[src/rtl/vlg_pkg.sv]
package vlg_pkg;

  typedef struct packed {
    logic vport;   // video port window
    logic ver;     // version word
    logic key_hi;  // upper key word
    logic key_lo;  // lower key word
  } region_t;

  // word address equals a byte address
  function automatic logic word_at(input logic [23:1] a, input logic [23:0] byte_addr);
    return a == byte_addr[23:1];
  endfunction

  // word address lies inside an aligned block of 2**lg2 bytes
  function automatic logic in_block(input logic [23:1] a, input logic [23:0] base,
                                    input int unsigned lg2);
    return ((a ^ base[23:1]) >> (lg2 - 1)) == '0;
  endfunction

  // one half of the signature
  function automatic logic half_ok(input logic [15:0] d, input logic [31:0] key,
                                   input logic upper, input logic full);
    return full && (d == (upper ? key[31:16] : key[15:0]));
  endfunction

endpackage

[src/rtl/vlg_decode.sv]
module vlg_decode
  import vlg_pkg::*;
#(
  parameter logic [23:0] VPORT_BASE = 24'hC00000,
  parameter int unsigned VPORT_LG2  = 5,
  parameter logic [23:0] VER_ADDR   = 24'hA10000,
  parameter logic [23:0] KEY_ADDR   = 24'hA14000
) (
  input  logic [23:1] addr_i,
  output region_t     rgn_o
);
  localparam logic [23:0] KEY_LO_ADDR = KEY_ADDR + 24'd2;

  always_comb begin
    rgn_o.vport  = in_block(addr_i, VPORT_BASE, VPORT_LG2);
    rgn_o.ver    = word_at(addr_i, VER_ADDR);
    rgn_o.key_hi = word_at(addr_i, KEY_ADDR);
    rgn_o.key_lo = word_at(addr_i, KEY_LO_ADDR);
  end
endmodule

[src/rtl/vlg_key_lock.sv]
module vlg_key_lock
  import vlg_pkg::*;
#(
  parameter logic [31:0] KEY   = 32'h53454741,
  parameter int unsigned REV_W = 4
) (
  input  logic             clk,
  input  logic             rst_n,
  input  logic [REV_W-1:0] rev_strap_i,
  input  logic             hi_wr_i,
  input  logic             lo_wr_i,
  input  logic             full_i,
  input  logic [15:0]      wdata_i,
  output logic             unlocked_o,
  output logic             hi_ok_o,
  output logic             unlock_evt_o
);
  logic unlocked_q, hi_ok_q;

  assign unlock_evt_o = lo_wr_i && hi_ok_q && half_ok(wdata_i, KEY, 1'b0, full_i);

  always_ff @(posedge clk) begin
    if (!rst_n) begin
      unlocked_q <= (rev_strap_i == '0);
      hi_ok_q    <= 1'b0;
    end else begin
      if (hi_wr_i) hi_ok_q <= half_ok(wdata_i, KEY, 1'b1, full_i);
      if (lo_wr_i) hi_ok_q <= 1'b0;
      if (unlock_evt_o) unlocked_q <= 1'b1;
    end
  end

  assign unlocked_o = unlocked_q;
  assign hi_ok_o    = hi_ok_q;
endmodule

[src/rtl/vlg_bus_resp.sv]
module vlg_bus_resp
  import vlg_pkg::*;
#(
  parameter int unsigned REV_W = 4
) (
  input  logic             clk,
  input  logic             rst_n,
  input  logic             as_i,
  input  logic             rd_i,
  input  region_t          rgn_i,
  input  logic             unlocked_i,
  input  logic             vport_ack_i,
  input  logic             sys_ack_i,
  input  logic [REV_W-1:0] rev_strap_i,
  output logic             cyc_start_o,
  output logic             own_hit_o,
  output logic             vport_sel_o,
  output logic             bus_ack_o,
  output logic [15:0]      bus_rdata_o
);
  logic        as_q, own_ack_q;
  logic [15:0] rdata_q;

  assign cyc_start_o = as_i && !as_q;
  assign own_hit_o   = rgn_i.ver || rgn_i.key_hi || rgn_i.key_lo;
  assign vport_sel_o = as_i && rgn_i.vport && unlocked_i;

  always_ff @(posedge clk) begin
    if (!rst_n) begin
      as_q      <= 1'b0;
      own_ack_q <= 1'b0;
      rdata_q   <= '0;
    end else begin
      as_q <= as_i;
      if (!as_i) begin
        own_ack_q <= 1'b0;
        rdata_q   <= '0;
      end else if (cyc_start_o && own_hit_o) begin
        own_ack_q <= 1'b1;
        rdata_q   <= (rd_i && rgn_i.ver) ? 16'(rev_strap_i) : 16'h0000;
      end
    end
  end

  assign bus_ack_o = own_ack_q
                   || (vport_sel_o && vport_ack_i)
                   || (as_i && !rgn_i.vport && !own_hit_o && sys_ack_i);
  assign bus_rdata_o = rdata_q;
endmodule

[src/rtl/vport_lock_gate.sv]
module vport_lock_gate
  import vlg_pkg::*;
#(
  parameter logic [31:0] KEY        = 32'h53454741,
  parameter int unsigned REV_W      = 4,
  parameter logic [23:0] VPORT_BASE = 24'hC00000,
  parameter int unsigned VPORT_LG2  = 5,
  parameter logic [23:0] VER_ADDR   = 24'hA10000,
  parameter logic [23:0] KEY_ADDR   = 24'hA14000
) (
  input  logic             clk,
  input  logic             rst_n,
  input  logic [REV_W-1:0] rev_strap_i,
  input  logic             bus_as_i,
  input  logic             bus_rd_i,
  input  logic             bus_uds_i,
  input  logic             bus_lds_i,
  input  logic [23:1]      bus_addr_i,
  input  logic [15:0]      bus_wdata_i,
  input  logic             vport_ack_i,
  input  logic             sys_ack_i,
  output logic             vport_sel_o,
  output logic             bus_ack_o,
  output logic [15:0]      bus_rdata_o
);
  region_t rgn;
  logic    cyc_start_w, own_hit_w, unlocked_w, hi_ok_w, unlock_evt_w;
  logic    hi_wr_w, lo_wr_w, full_w;

  vlg_decode #(
    .VPORT_BASE(VPORT_BASE), .VPORT_LG2(VPORT_LG2),
    .VER_ADDR(VER_ADDR), .KEY_ADDR(KEY_ADDR)
  ) u_dec (
    .addr_i(bus_addr_i), .rgn_o(rgn)
  );

  assign full_w  = bus_uds_i && bus_lds_i;
  assign hi_wr_w = cyc_start_w && !bus_rd_i && rgn.key_hi;
  assign lo_wr_w = cyc_start_w && !bus_rd_i && rgn.key_lo;

  vlg_key_lock #(.KEY(KEY), .REV_W(REV_W)) u_lock (
    .clk(clk), .rst_n(rst_n), .rev_strap_i(rev_strap_i),
    .hi_wr_i(hi_wr_w), .lo_wr_i(lo_wr_w), .full_i(full_w),
    .wdata_i(bus_wdata_i), .unlocked_o(unlocked_w),
    .hi_ok_o(hi_ok_w), .unlock_evt_o(unlock_evt_w)
  );

  vlg_bus_resp #(.REV_W(REV_W)) u_resp (
    .clk(clk), .rst_n(rst_n), .as_i(bus_as_i), .rd_i(bus_rd_i),
    .rgn_i(rgn), .unlocked_i(unlocked_w), .vport_ack_i(vport_ack_i),
    .sys_ack_i(sys_ack_i), .rev_strap_i(rev_strap_i),
    .cyc_start_o(cyc_start_w), .own_hit_o(own_hit_w),
    .vport_sel_o(vport_sel_o), .bus_ack_o(bus_ack_o),
    .bus_rdata_o(bus_rdata_o)
  );
endmodule

[config.mk]
export PLATFORM = sky130hd
export DESIGN_NAME = vport_lock_gate
export DESIGN_NICKNAME = d
export VERILOG_FILES = /design/src/rtl/vlg_pkg.sv /design/src/rtl/vlg_decode.sv /design/src/rtl/vlg_key_lock.sv /design/src/rtl/vlg_bus_resp.sv /design/src/rtl/vport_lock_gate.sv
export SDC_FILE = /design/constraint.sdc
export NUM_CORES = 1
export LEC_CHECK = 0
export BUFFER_PORTS_ARGS = -buffer_cell sky130_fd_sc_hd__buf_2
export CAP_MARGIN = 10
export CORE_MARGIN = 4
export CORE_UTILIZATION = 37
export DETAILED_ROUTE_END_ITERATION = 10
export PLACE_DENSITY = 0.81
export SETUP_SLACK_MARGIN = 0.02
export SYNTH_ARGS = -nofsm -noshare
export SYNTH_HDL_FRONTEND = slang
export SYNTH_SLANG_ARGS = --single-unit
[constraint.sdc]
create_clock -name clk -period 5.3 [get_ports clk]
set_clock_uncertainty 0.2 [all_clocks]
set_input_delay 1.06 -clock clk [delete_from_list [all_inputs] [get_ports clk]]
set_output_delay 1.06 -clock clk [all_outputs]
set_load 0.03 [all_outputs]
==> results_dict.tcl <==
set metrics [dict create \
    cts_tree "done" \
    timing.final.crit_share_pct 66.0 \
    clockBufferDepth 2 \
    hold_class "register to register" \
    synth_edf_count 1 \
    worst_pin_slew_ps 526 \
    slew_headroom_pct 64.5 \
    finalCriticalPeriod_ps 3500 \
    worst_slack_ps 1800 \
    gp_congestion 0.689 \
    grt_pass1_vias 741 \
    drc_errors 0 \
    cp_max_fo 4 \
    grt_start_max_net_pins 8 \
    dpl.hpwl_mm 1.75 \
    yosysSeqAreaShare_pct 25.1 \
    vdd_drop_max_mv 0.130 \
    place_area_sq_um 922 \
    cts_hold_buf 0 \
    worstPathRequired_ps 4040 \
    synthFlopType "dfxtp_1" \
    cts_buffers 3 \
    vias_per_cell 4.86 \
    fill_cells 172 \
    synthCells 72 \
    cap_viol_max_count 0 \
    synthAdderAreaFrac_pct 0 \
    setup_viol 0 \
    r2r-start "u_resp.as_q" \
    grtUsageTotal_pct 16.0 \
    crit_slowest_cell "nor4b_1" \
    syn_area_sq_um 678 \
    worstPathCellList "buf_2 -> nor4b_1 -> nand4_1 -> o211ai_1 -> buf_2" \
    synth_xor_xnor_area_share_pct 0 \
    dieArea_sq_um 2580 \
    drt-pass1-iter-count 4 \
    htreeDepth 1 \
    postCtsResizedCells 0 \
    wirelength_mm 1.95 \
    synthMuxAreaShare_pct 7.38 \
    drv_slew 0 \
    status "finished clean" \
    dp_slack_ps 1790 \
    synth-simple-area-share_pct 42.3 \
    path_class "input port to output pin" \
    root_buffer "clkbuf_4" \
    placementRows 15 \
    fin_nets 181 \
    grt_pass1_wl_mm 3.15 \
    route.vias.total 748 \
    pin_count 69 \
    powerDensity_nw_per_um2 167 \
    synth.avg_cell_area_sq_um 9.42 \
    end_kind "output pin" \
    postRouteAntennaNets 0 \
    async_reset_ff_share_pct 0 \
    critPathMaxStageDelay_ps 510 \
    globalRoute.totalOverflow 0 \
    cts_sinks 8 \
    insertedDiodeCount 0 \
    fmax_mhz 286 \
    rsz0062_at_grt "no" \
    cts_setup_buffers 0 \
    clock_insertion_delay_worst_skew_ps 260 \
    die_h_microns 50.8 \
    wl_per_cell_microns 12.7 \
    antenna_found_initial 0 \
    p_leak_nw 0.463 \
    synth_compound_area_share_pct 8.12 \
    setup_tns_ps 0 \
    synth_top_family_by_area "simple AND/OR/NAND/NOR gates" \
    crit_start "bus_addr_i[14]" \
    drt_iter0_drc 5 \
    ys_ff_latch 8 \
    core-area_sq_um 1730 \
    die_w_microns 50.8 \
    fin_area_sq_um 948 \
    crit_top_cell "buf_2" \
    netlist-cell-type-count 34 \
    path_clk_slew_ps 50 \
    worst_setup_path_start_kind "input port" \
    crit_arrival_ps 2240 \
    min-delay-start "u_resp.bus_rdata_o[1]" \
    hold_viol 0 \
    syn_to_final_growth_pct 39.9 \
    io_buffers 56 \
    initial_utilization_pct 39.3 \
    synth_warnings 0 \
    drive_above_1_share_pct 51.9 \
]
layer usage:
| layer | share of wire, % | up-vias | global-route usage [%] |
|---|---|---|---|
| li1 | - | 360 | - |
| met1 | 32 | 327 | 15.7 |
| met2 | 51 | 55 | 29.8 |
| met3 | 15 | 6 | 4.96 |
| met4 | 2.1 | 0 | 8.52 |
| met5 | 0 | - | 0 |
synthesized netlist by cell type, types with 2 or more instances:
cell type,n,share of area (%)
buf_4,13,14
nand2_1,10,5.5
dfxtp_1,7,21
mux2i_1,5,7.4
and4b_1,2,3.0
nand4_1,2,1.8
nand4b_1,2,2.6
nand4bb_1,2,3.3
nor2_1,2,1.1
nor4_2,2,3.7
nor4bb_1,2,3.0
kinds of logic after synthesis:
family / Yosys count
AOI/OAI and AO/OA: 6
buffers and inverters: 15
DFF: 8
muxes: 5
other: 1
and+or+nand+nor: 37
layout by cell type, fill, tap and decap left out:
cell,instances
buf_2,56
conb_1,12
nand2_1,10
dfxtp_1,7
mux2i_1,5
clkbuf_4,3
nor4bb_1,2
and4b_1,2
nand4_1,2
nand4b_1,2
nor4_2,2
nand4bb_1,2
nor2_1,2
nor3_1,1
nor4_4,1
nor3b_1,1
nand4_2,1
nor3_4,1
nor2b_1,1
and2b_2,1
o41ai_2,1
nor4b_1,1
nand3_1,1
a31oi_1,1
nand2b_4,1
a211o_1,1
o211ai_1,1
inv_1,1
or3_1,1
o41ai_1,1
and2_1,1
o21a_1,1
and3_1,1
clkbuf_1,1
edfxtp_1,1
area by class of cell:
cell class	instances	area (sq um)	share of cell area (%)
Multi-Input combinational cell	60	437	46.0
Inverter	1	3.75	0.396
Tap cell	25	31.3	3.30
Timing Repair Buffer	56	280	29.6
Clock buffer	4	26.3	2.77
Sequential cell	8	170	17.9
state kept, by name, summed over array words and instances (netlist names):
register            count
u_lock.unlocked_o       1
u_lock.hi_ok_o          1
u_resp.as_q             1
u_resp.bus_rdata_o      4
u_resp.own_ack_q        1
critical path: cells and delay by family:
family / cells / cell delay, ps
and+or+nand+nor: 2 / 660
AOI/OAI and AO/OA: 1 / 170
buffers and inverters: 2 / 340
report_power, final:
part           internal [W]  switching [W]
sequential        0.0000626    0.000000482
combinational     0.0000193      0.0000264
clock             0.0000288      0.0000208
stage by stage:
stage / power, W / hold WS (ps) / util, % / instances
after global placement: 0.000108 / 243 / 53.4 / 150
after floorplan: 0.0000926 / 238 / - / 83
final: 0.000158 / 263 / 54.9 / 154
after global routing: 0.000168 / 295 / 54.9 / 154
after CTS: 0.000159 / 264 / 54.9 / 154
after detailed placement: 0.000110 / 248 / 53.4 / 150
path summary, 6_finish.rpt:
check | end | slack, ps | depth (start not counted)
max | bus_ack_o | 1800 | 5
min | u_resp.bus_rdata_o[1] | 260 | 2
max reg2reg | u_lock.unlocked_o | 3830 | 3
min reg2reg | u_resp.bus_rdata_o[1] | 260 | 2
(Power assumes the default switching activity.)
